--- config.mk ---
export PLATFORM = sky130hd
export DESIGN_NAME = lane_align_unit
export DESIGN_NICKNAME = d
export VERILOG_FILES = /design/src/rtl/lane_align_pkg.sv /design/src/rtl/lane_align_check.sv /design/src/rtl/store_lane_pack.sv /design/src/rtl/load_lane_extract.sv /design/src/rtl/lane_align_unit.sv
export SDC_FILE = /design/constraint.sdc
export NUM_CORES = 1
export LEC_CHECK = 0
export ABC_AREA = 1
export BUFFER_PORTS_ARGS = -buffer_cell sky130_fd_sc_hd__buf_2
export CAP_MARGIN = 20
export CORE_UTILIZATION = 35
export CTS_CLUSTER_DIAMETER = 120
export DETAILED_ROUTE_END_ITERATION = 10
export GPL_TIMING_DRIVEN = 0
export PLACE_DENSITY = 0.76
export SYNTH_ARGS = -nofsm -noshare
export SYNTH_HDL_FRONTEND = slang
export SYNTH_HIERARCHICAL = 1
export SYNTH_SLANG_ARGS = --single-unit
--- constraint.sdc ---
create_clock -name clk -period 1.1 [get_ports clk]
set_input_delay 0.22 -clock clk [delete_from_list [all_inputs] [get_ports clk]]
set_output_delay 0.22 -clock clk [all_outputs]
set_load 0.02 [all_outputs]
--- src/rtl/lane_align_pkg.sv ---
package lane_align_pkg;
  typedef enum logic [1:0] {
    SZ_BYTE = 2'b00,
    SZ_HALF = 2'b01,
    SZ_WORD = 2'b10,
    SZ_RSVD = 2'b11
  } acc_size_e;
endpackage

--- src/rtl/lane_align_check.sv ---
module lane_align_check
  import lane_align_pkg::*;
#(
  parameter int AW = 2
) (
  input  logic [1:0]    size,
  input  logic [AW-1:0] addr,
  output logic          misalign
);
  always_comb begin
    unique case (acc_size_e'(size))
      SZ_BYTE: misalign = 1'b0;
      SZ_HALF: misalign = addr[0];
      SZ_WORD: misalign = |addr;
      default: misalign = 1'b1;
    endcase
  end
endmodule

--- src/rtl/store_lane_pack.sv ---
module store_lane_pack
  import lane_align_pkg::*;
#(
  parameter int DATA_W = 32
) (
  input  logic [1:0]              size,
  input  logic [$clog2(DATA_W/8)-1:0] addr,
  input  logic                    misalign,
  input  logic [DATA_W-1:0]       data,
  output logic [DATA_W-1:0]       wdata,
  output logic [DATA_W/8-1:0]     be
);
  localparam int LANES = DATA_W / 8;
  localparam int AW    = $clog2(LANES);

  // Lane replication: each lane picks its byte from the narrow value.
  for (genvar g = 0; g < LANES; g++) begin : g_lane
    always_comb begin
      unique case (acc_size_e'(size))
        SZ_BYTE: wdata[8*g +: 8] = data[7:0];
        SZ_HALF: wdata[8*g +: 8] = data[8*(g%2) +: 8];
        default: wdata[8*g +: 8] = data[8*g +: 8];
      endcase
    end
  end

  logic [AW-1:0] half_base;
  assign half_base = {addr[AW-1:1], 1'b0};

  always_comb begin
    if (misalign) begin
      be = '0;
    end else begin
      unique case (acc_size_e'(size))
        SZ_BYTE: be = LANES'(1) << addr;
        SZ_HALF: be = LANES'(3) << half_base;
        default: be = '1;
      endcase
    end
  end
endmodule

--- src/rtl/load_lane_extract.sv ---
module load_lane_extract
  import lane_align_pkg::*;
#(
  parameter int DATA_W = 32
) (
  input  logic                        clk,
  input  logic                        rst_n,
  input  logic                        valid,
  input  logic [1:0]                  size,
  input  logic                        sgn,
  input  logic [$clog2(DATA_W/8)-1:0] addr,
  input  logic                        misalign,
  input  logic [DATA_W-1:0]           rdata,
  output logic                        done,
  output logic [DATA_W-1:0]           result,
  output logic                        err
);
  localparam int LANES = DATA_W / 8;
  localparam int AW    = $clog2(LANES);

  logic [7:0]        sel_byte;
  logic [15:0]       sel_half;
  logic [DATA_W-1:0] ext;
  logic [AW-1:0]     half_base;

  assign half_base = {addr[AW-1:1], 1'b0};
  assign sel_byte  = rdata[8*addr +: 8];
  assign sel_half  = rdata[8*half_base +: 16];

  always_comb begin
    if (misalign) begin
      ext = '0;
    end else begin
      unique case (acc_size_e'(size))
        SZ_BYTE: ext = {{(DATA_W-8){sgn & sel_byte[7]}}, sel_byte};
        SZ_HALF: ext = {{(DATA_W-16){sgn & sel_half[15]}}, sel_half};
        default: ext = rdata;
      endcase
    end
  end

  always_ff @(posedge clk or negedge rst_n) begin
    if (!rst_n) begin
      done   <= 1'b0;
      result <= '0;
      err    <= 1'b0;
    end else begin
      done <= valid;
      if (valid) begin
        result <= ext;
        err    <= misalign;
      end
    end
  end
endmodule

--- src/rtl/lane_align_unit.sv ---
module lane_align_unit
  import lane_align_pkg::*;
#(
  parameter int DATA_W = 32,
  localparam int LANES = DATA_W / 8,
  localparam int AW    = $clog2(LANES)
) (
  input  logic              clk,
  input  logic              rst_n,
  input  logic [1:0]        st_size,
  input  logic [AW-1:0]     st_addr,
  input  logic [DATA_W-1:0] st_data,
  output logic [DATA_W-1:0] bus_wdata,
  output logic [LANES-1:0]  bus_be,
  output logic              st_misalign,
  input  logic              ld_valid,
  input  logic [1:0]        ld_size,
  input  logic              ld_signed,
  input  logic [AW-1:0]     ld_addr,
  input  logic [DATA_W-1:0] bus_rdata,
  output logic              ld_done,
  output logic [DATA_W-1:0] ld_data,
  output logic              ld_misalign
);
  logic ld_bad;

  lane_align_check #(.AW(AW)) u_st_chk (
    .size(st_size), .addr(st_addr), .misalign(st_misalign)
  );

  lane_align_check #(.AW(AW)) u_ld_chk (
    .size(ld_size), .addr(ld_addr), .misalign(ld_bad)
  );

  store_lane_pack #(.DATA_W(DATA_W)) u_pack (
    .size(st_size), .addr(st_addr), .misalign(st_misalign),
    .data(st_data), .wdata(bus_wdata), .be(bus_be)
  );

  load_lane_extract #(.DATA_W(DATA_W)) u_extract (
    .clk(clk), .rst_n(rst_n), .valid(ld_valid), .size(ld_size),
    .sgn(ld_signed), .addr(ld_addr), .misalign(ld_bad),
    .rdata(bus_rdata), .done(ld_done), .result(ld_data), .err(ld_misalign)
  );

  // Store side
  p_byte_be_onehot_r1: assert property (@(posedge clk) disable iff (!rst_n)
    (st_size == SZ_BYTE) |-> ($countones(bus_be) == 1 && bus_be[st_addr]))
    else $error("p_byte_be_onehot_r1");

  p_half_be_pair_r2: assert property (@(posedge clk) disable iff (!rst_n)
    (st_size == SZ_HALF && !st_addr[0]) |-> ($countones(bus_be) == 2 &&
      bus_wdata[15:0] == st_data[15:0]))
    else $error("p_half_be_pair_r2");

  p_word_be_full_r3: assert property (@(posedge clk) disable iff (!rst_n)
    (st_size == SZ_WORD && st_addr == '0) |-> (bus_be == '1 && bus_wdata == st_data))
    else $error("p_word_be_full_r3");

  p_misalign_no_be_r4: assert property (@(posedge clk) disable iff (!rst_n)
    st_misalign |-> (bus_be == '0))
    else $error("p_misalign_no_be_r4");

  // Load side
  p_misalign_zero_r4: assert property (@(posedge clk) disable iff (!rst_n)
    (ld_done && ld_misalign) |-> (ld_data == '0))
    else $error("p_misalign_zero_r4");

  p_byte_sext_r5: assert property (@(posedge clk) disable iff (!rst_n)
    (ld_valid && ld_size == SZ_BYTE && ld_signed) |=>
      ($countones(ld_data[DATA_W-1:7]) == 0 || $countones(ld_data[DATA_W-1:7]) == DATA_W-7))
    else $error("p_byte_sext_r5");

  p_word_pass_r7: assert property (@(posedge clk) disable iff (!rst_n)
    (ld_valid && ld_size == SZ_WORD && ld_addr == '0) |=> (ld_data == $past(bus_rdata)))
    else $error("p_word_pass_r7");

  p_done_follows_r8: assert property (@(posedge clk) disable iff (!rst_n)
    ld_valid |=> ld_done)
    else $error("p_done_follows_r8");

  p_done_idle_r8: assert property (@(posedge clk) disable iff (!rst_n)
    !ld_valid |=> !ld_done)
    else $error("p_done_idle_r8");
endmodule

Word level (Yosys, flattened, before mapping)
Cells that the tools add are included.
{"block": "word_totals", "ff_bits": 34, "inputBits": 76, "output_inout_bits": 71, "wordCells": 27}
{"block": "op_classes", "eq_ne": 4, "shift": 4, "muxes": 9, "bitwise_logic": 2, "reduce_logical": 5}
{"op": "32-bit one-hot mux with 2 select lines", "n": 1}
{"op": "32-bit 2-to-1 mux", "n": 1}
{"op": "32-bit by 6-bit variable part select with 16-bit output", "n": 1}
{"op": "32-bit by 6-bit variable part select with 8-bit output", "n": 1}
{"op": "8-bit 2-to-1 mux", "n": 2}
{"op": "8-bit one-hot mux with 2 select lines", "n": 1}
{"op": "4-bit one-hot mux with 2 select lines", "n": 1}
{"op": "1-bit one-hot mux with 3 select lines", "n": 2}
{"op": "2-bit OR reduction", "n": 3}
{"op": "2-bit by 1-bit equality test with 1-bit output, second input constant", "n": 2}
{"op": "2-bit equality test, second input constant", "n": 2}
{"op": "2-bit logical NOT", "n": 2}
{"op": "4-bit 2-to-1 mux", "n": 1}
{"op": "1-bit by 2-bit << shifter with 4-bit output, first input constant", "n": 1}
{"op": "2-bit by 2-bit << shifter with 4-bit output, first input constant", "n": 1}
{"op": "1-bit AND", "n": 2}

Longest topological paths before layout
Gate-level depths: netlist of run 1.
{"block": "logic_depth", "ltp_word": 4, "depth_mapped": 11, "mapped_depth_nobuf": 9}

Hierarchy
Netlist of run 1, hierarchy kept.
{"mod": "load_lane_extract", "instances": 1, "cells_each": 298, "area_each_um2": 1959.4, "seq_area_each_um2": 850.8}
{"mod": "store_lane_pack", "instances": 1, "cells_each": 109, "area_each_um2": 505.5, "seq_area_each_um2": 0.0}
{"mod": "lane_align_check", "instances": 2, "cells_each": 3, "area_each_um2": 13.8, "seq_area_each_um2": 0.0}

Worst setup path before layout of run 1
Ideal clock, no wire load.
{"block": "synth_path", "path_kind": "input to register", "start": "input port ld_size[0]", "end": "register u_extract.result[12]", "setup_ns": 0.066, "arrival_time_ns": 1.178, "required_ns": 1.034, "setup_slack_ns": -0.143, "stages": 8, "n_path_buf": 1, "cell_sequence": "o21ai_1 > nand2_1 > nor2_2 > inv_2 > clkbuf_1 > a21oi_1 > nand2_1 > nand2_1"}
{"block": "synth_via", "elab_chain_cells": 3, "word_cells_on_any_way": 6, "cone_classes": "eq/ne: 2; mux: 3; reduce/logical: 1"}
{"element": "start, declared", "line": "lane_align_unit.sv:17", "rtl": "input logic [1:0] ld_size,"}
{"element": "2-bit equality test, or another cell as far along", "line": "lane_align_check.sv:11", "rtl": "unique case (acc_size_e'(size))"}
{"element": "1-bit one-hot mux with 3 select lines (*)", "line": "lane_align_check.sv:11"}
{"element": "named net ld_bad", "line": "lane_align_unit.sv:25", "rtl": "logic ld_bad;"}
{"element": "32-bit 2-to-1 mux (*)", "line": "load_lane_extract.sv:31", "rtl": "if (misalign) begin"}
{"element": "end signal, assigned", "line": "load_lane_extract.sv:50", "rtl": "result <= ext;"}
{"element": "end, declared", "line": "load_lane_extract.sv:15", "rtl": "output logic [DATA_W-1:0] result,"}
The timed path passes the listed nets; every way through them passes the cells marked *.
A chain may end at the register's enable or synchronous reset.

Worst setup path after layout of run 1
{"block": "layout_path", "start": "input port st_size[1]", "end": "output port bus_wdata[26]"}
{"block": "layout_via", "elab_chain_cells": 2, "word_cells_on_any_way": 3, "cone_classes": "eq/ne: 1; mux: 1; reduce/logical: 1"}
{"element": "start, declared", "line": "lane_align_unit.sv:10", "rtl": "input logic [1:0] st_size,"}
{"element": "2-bit by 1-bit equality test with 1-bit output / 2-bit logical NOT (equally long branches)", "line": "store_lane_pack.sv:19", "rtl": "unique case (acc_size_e'(size))"}
{"element": "8-bit one-hot mux with 2 select lines (*)", "line": "store_lane_pack.sv:19"}
{"element": "end, declared", "line": "lane_align_unit.sv:13", "rtl": "output logic [DATA_W-1:0] bus_wdata,"}
Mark *: on every way between the ends. The rest lies on a longest branch, timed or not.

==> results_dict.tcl, run 1 <==
set metrics [dict create \
    finalCritPeriodShare 1.10 \
    syn_area_per_cell_sq_um 6.03 \
    synth_flop_cell "dfrtp_1" \
    track_usage 0.247 \
    dieArea_sq_um 7460 \
    ctsHtreeMaxLevel 2 \
    rrSetupSlack_ns 0.47 \
    arrival_ns 0.99 \
    final_util 0.597 \
    yosys-top-cells-area "nand2_1, dfrtp_1, nor2_1, nand3_1, buf_4" \
    critPathMaxFanout 8 \
    ir_drop_mv 0.517 \
    clock_path_buffers 2 \
    run_status "finished with violations" \
    antenna_found_initial 1 \
    finalInstanceArea_sq_um 4080 \
    grt_max_degree 35 \
    synth_nets 489 \
    row_count 30 \
    dp_slack_ns -0.437 \
    chipHeight_microns 86.4 \
    hpwl_microns 6580 \
    rsz0062_at_grt "true" \
    initial_core_util 0.365 \
    port_buffers 146 \
    synth-seq-area-share 0.341 \
    worstHoldPathType "input pin to async pin" \
    async_reset_ff_frac 1.00 \
    cts_tree "yes" \
    tightestPinTransition_ns 0.770 \
    drive_above_1_share 0.440 \
    drtAntennaViolNets 0 \
    mostFrequentLayoutCells "nand2_1, buf_2, nor2_1, dfrtp_1, buf_6" \
    final_hold_viol_count 1 \
    p_leak_nw 2.45 \
    failed_checks "negative hold slack, negative setup slack" \
    drc 0 \
    r2r_start "u_extract/result[0]" \
    cts_hold_buf 0 \
    vias 3252 \
    hold_ws_ns -0.00135 \
    drv_slew 0 \
    startpoint_type "input pin" \
    wl_per_cell_microns 13.8 \
    finalSetupViolations 28 \
    core_sq_um 6830 \
    grt_pass1_vias 3118 \
    firstDrtPassIters 5 \
    yosysTopAreaCell "nand2_1" \
    clkTransAtPathRegs_ns 0.07 \
    postSynthCellCount 413 \
    antenna_cells 0 \
    max_stage_delay_ns 0.15 \
    fillerInstances 647 \
    ys_types 21 \
    cts_buffers 5 \
    synth_area_sq_um 2490 \
    wl_microns 9380 \
    timing.final.ws_setup_ns -0.113 \
    max_cap_violations 0 \
    cpLargestDelayFamily "buffers and inverters" \
    total_power_w 0.00400 \
    viasPerCell 4.77 \
    ios 147 \
    max-slew-margin-rel 0.487 \
    die_w_microns 86.4 \
    critPathKind "input pin to output pin" \
    cp_common_cell "buf_12" \
    ys_ff_latch 34 \
    path_buf_inv 4 \
    syn_to_final_growth_pct 63.8 \
    reg2reg_to "u_extract/result[0]" \
    drt-initial-drc-count 178 \
    required_ns 0.88 \
    crit_chain "buf_8 -> buf_12 -> nor2_4 -> buf_12 -> nand2_2 -> nand3_2 -> buf_6" \
    clk_latency_ns 0.29 \
    cts_sinks 34 \
    cp_slowest_cell "buf_12" \
    yosysTopAreaCellShare 0.349 \
    synth_edf_count 0 \
    yosysWarningCount 6 \
    placed_area_sq_um 3410 \
    end_kind "output pin" \
    place.gp.congestion 0.910 \
    finalClockSkew_ns 0 \
    powerDensity_nw_per_um2 980 \
    grt_first_pass_wirelength_microns 14300 \
    final_common_cell "nand2_1" \
    fmax_ghz 0.824 \
    finalWorstPathRequiredPeriod_ns 1.21 \
    fin_nets 661 \
    grt.overflow.total 0 \
    root_buffer "clkbuf_8" \
    r2r_cells 2 \
]
## flip-flops by register name, summed over array words and instances, names as in the netlist
name / cells
u_extract/done: 1
u_extract/err: 1
u_extract/result: 32
## worst reg2reg max path, stage by stage (launching register included)
cell	delay [ns]
dfrtp_1	0.38
nand2_1	0.07
nand2_1	0.07
## logic make-up after synthesis
kind of cell           synth area share
AO/OA/AOI/OAI                    0.0402
buffers and inverters            0.0964
AND/OR/NAND/NOR                   0.522
flip-flops                        0.341
## Yosys cell counts, types with 5 or more instances
library cell  count
a21oi_1           8
buf_4             8
buf_6             5
clkbuf_1         10
dfrtp_1          34
inv_1            13
nand2_1         232
nand3_1          26
nor2_1           43
nor2_2            6
o21ai_0           8
## report_power, final
group | internal [W] | total, W | switching, W
sequential | 0.00135 | 0.00141 | 0.0000519
combinational | 0.000673 | 0.00165 | 0.000974
clock | 0.000504 | 0.000948 | 0.000443
total | 0.00253 | 0.00400 | 0.00147
## per-layer routing
layer  track usage  part of all wire  vias to the layer above
met5             0            0.0014                        -
met2         0.431              0.48                      161
met3        0.0590             0.087                       29
met1         0.280              0.40                     1458
li1              -                 -                     1602
met4         0.124             0.031                        2
## through the flow
step           setup TNS (ns)  instances  hold WS [ns]
5_1_grt                 -3.20        682        0.0534
4_1_cts                 -1.88        673        0.0133
6_report                -2.34        682      -0.00135
3_5_place_dp           -15.93        655         0.341
2_1_floorplan          -0.761        413       -0.0756
3_3_place_gp           -15.08        655         0.319
## worst max-delay path by stage
stage / from / end / depth (start not counted)
5_1_grt: st_size[1] / bus_wdata[26] / 7
3_5_place_dp: ld_addr[1] / u_extract/result[14] / 9
3_3_place_gp: ld_addr[1] / u_extract/result[30] / 9
2_1_floorplan: ld_size[1] / u_extract/result[16] / 11
6_report: st_size[1] / bus_wdata[26] / 7
4_1_cts: st_size[1] / bus_be[0] / 8
## what timing repair did
item                                    CTS  global route
gates resized for setup                  97            43
cloned                                    3             0
buffers inserted                          7             9
pin swaps                                12            14
hold endpoints to repair                  0             0
endpoints found under the setup margin   54            52
## cell type report
class                           count  area, sq um  share of cell area
Buffer                             24          203              0.0497
Clock buffer                        7         86.3              0.0212
Clock inverter                      1         5.00             0.00123
Inverter                           19         97.6              0.0239
Multi-Input combinational cell    337         1620               0.398
Sequential cell                    34          851               0.208
Tap cell                           96          120              0.0294
Timing Repair Buffer              164         1090               0.268
No activity file was read; power rests on OpenSTA's default activity.
==> run 2: changes to the inputs <==
--- a/config.mk
+++ b/config.mk
@@ -9,10 +9,11 @@
 export BUFFER_PORTS_ARGS = -buffer_cell sky130_fd_sc_hd__buf_2
 export CAP_MARGIN = 20
 export CORE_UTILIZATION = 35
+export CTS_BUF_LIST = sky130_fd_sc_hd__clkbuf_8
 export CTS_CLUSTER_DIAMETER = 120
 export DETAILED_ROUTE_END_ITERATION = 10
 export GPL_TIMING_DRIVEN = 0
-export PLACE_DENSITY = 0.76
+export PLACE_DENSITY_LB_ADDON = 0.25
 export SYNTH_ARGS = -nofsm -noshare
 export SYNTH_HDL_FRONTEND = slang
 export SYNTH_HIERARCHICAL = 1
==> run 2 against run 1 <==
The flow still finishes with violations (negative hold slack, negative setup slack); largest power group unchanged; largest cell class unchanged; hold slack got worse by 0.0052 ns; sequential power hardly changed; utilization grew 0.24 points; worst setup slack got worse by 0.012 ns; power grew 11%.
==> results_dict.tcl, run 2 (synthesized netlist as in run 1, its figures left out) <==
set metrics [dict create \
    run_status "finished with violations" \
    failed_checks "negative hold slack, negative setup slack" \
    final_common_cell "nand2_1" \
    die_w_microns 86.4 \
    row_count 30 \
    syn_to_final_growth_pct 64.4 \
    track_usage 0.231 \
    cts_tree "yes" \
    cpLargestDelayFamily "simple AND/OR/NAND/NOR gates" \
    grt_first_pass_wirelength_microns 13400 \
    finalCritPeriodShare 1.11 \
    clkTransAtPathRegs_ns 0.08 \
    firstDrtPassIters 4 \
    dp_cells 655 \
    path_buf_inv 3 \
    cts_sinks 34 \
    max-slew-margin-rel 0.494 \
    rrSetupSlack_ns 0.47 \
    vias 3195 \
    drive_above_1_share 0.447 \
    arrival_ns 1.01 \
    antenna_cells 0 \
    initial_core_util 0.365 \
    viasPerCell 4.67 \
    critPathMaxFanout 8 \
    timing.final.ws_setup_ns -0.125 \
    seq_area_sq_um 851 \
    grt_pass1_vias 2905 \
    finalNonFillerCells 684 \
    finalClockSkew_ns 0 \
    clk_latency_ns 0.29 \
    largest_reg_flops 32 \
    fillerInstances 651 \
    rsz0062_at_grt "true" \
    powerDensity_nw_per_um2 1090 \
    max_cap_violations 0 \
    tightestPinTransition_ns 0.759 \
    grt.overflow.total 0 \
    cp_common_cell "buf_8" \
    drv_slew 0 \
    p_leak_nw 2.46 \
    r2r_cells 2 \
    critPathKind "input pin to output pin" \
    hpwl_microns 6410 \
    antenna_found_initial 0 \
    clock_path_buffers 2 \
    fmax_ghz 0.816 \
    place.gp.congestion 0.894 \
    port_buffers 146 \
    fin_nets 663 \
    finalSetupViolations 28 \
    end_kind "output pin" \
    drt-initial-drc-count 134 \
    mostFrequentLayoutCells "nand2_1, buf_2, nor2_1, dfrtp_1" \
    cts_buffers 5 \
    dp_slack_ns -0.403 \
    finalWorstPathRequiredPeriod_ns 1.23 \
    ios 147 \
    final_hold_viol_count 29 \
    worstHoldPathType "input pin to async pin" \
    drc 0 \
    wl_microns 9060 \
    cp_slowest_cell "nor2_4" \
    multiInputGateArea_sq_um 1630 \
    startpoint_type "input pin" \
    regMostFlops "u_extract/result" \
    chipHeight_microns 86.4 \
    core_sq_um 6830 \
    drtAntennaViolNets 0 \
    max_stage_delay_ns 0.22 \
    ir_drop_mv 0.547 \
    wl_per_cell_microns 13.2 \
    dieArea_sq_um 7460 \
    r2r_start "u_extract/result[18]" \
    reg2reg_to "u_extract/result[18]" \
    crit_chain "buf_8 -> buf_8 -> nor2_4 -> nand2_1 -> nand3_2 -> buf_6" \
    ctsHtreeMaxLevel 2 \
    cts_hold_buf 0 \
    grt_max_degree 35 \
    total_power_w 0.00445 \
    required_ns 0.88 \
    root_buffer "clkbuf_8" \
    hold_ws_ns -0.00656 \
    reg_top3 "u_extract/result (32), u_extract/done (1), u_extract/err (1)" \
]
## run 2: per-stage QoR
step                hold slack (ns)  setup TNS, ns  instance area [sq um]   util
global route                 0.0525          -3.59                   4100  0.600
global placement              0.332         -14.32                   3410  0.499
CTS                          0.0286          -2.43                   3840  0.563
finish                     -0.00656          -2.34                   4100  0.600
detailed placement            0.344         -15.88                   3410  0.499
floorplan                   -0.0756         -0.761                   2550      -
## run 2: how the worst max path moves through the flow
| stage | startpoint | end | slack (ns) | depth (start not counted) |
|---|---|---|---|---|
| 3_3_place_gp | ld_addr[1] | u_extract/result[15] | -0.37 | 9 |
| 6_report | st_size[1] | bus_wdata[25] | -0.13 | 6 |
| 3_5_place_dp | ld_addr[1] | u_extract/result[15] | -0.40 | 9 |
| 4_1_cts | st_size[1] | bus_be[2] | -0.12 | 8 |
| 2_1_floorplan | ld_size[1] | u_extract/result[16] | -0.07 | 11 |
| 5_1_grt | st_size[1] | bus_wdata[25] | -0.17 | 6 |
## run 2: final cells by class
type | instances | area share
clock inverter | 3 | 0.0168
clock buffer | 5 | 0.0168
tap | 96 | 0.0293
buffer | 24 | 0.0482
multi-input combinational | 337 | 0.398
inverter | 19 | 0.0226
timing repair buffer | 166 | 0.261
sequential | 34 | 0.208
## run 2: what timing repair did
item | CTS | global route
setup buffers | 8 | 10
setup endpoints to repair | 50 | 52
gates cloned | 3 | 0
resized for setup | 68 | 63
pin swaps | 15 | 23
## run 2: metal layers
layer  track usage  routed length (microns)  vias to the layer above
li1              -                        -                     1604
met1         0.286                     3880                     1451
met2         0.414                     4420                      133
met3        0.0429                      682                        7
met4        0.0545                       72                        0
met5             0                        0                        -
## run 2: report_power, final
group	total, W	internal (W)	switching, W	leakage [nW]
clock network	0.00143	0.000909	0.000526	0.0683
logic	0.00161	0.000653	0.000957	1.94
registers	0.00140	0.00135	0.0000503	0.449
total	0.00445	0.00291	0.00153	2.46
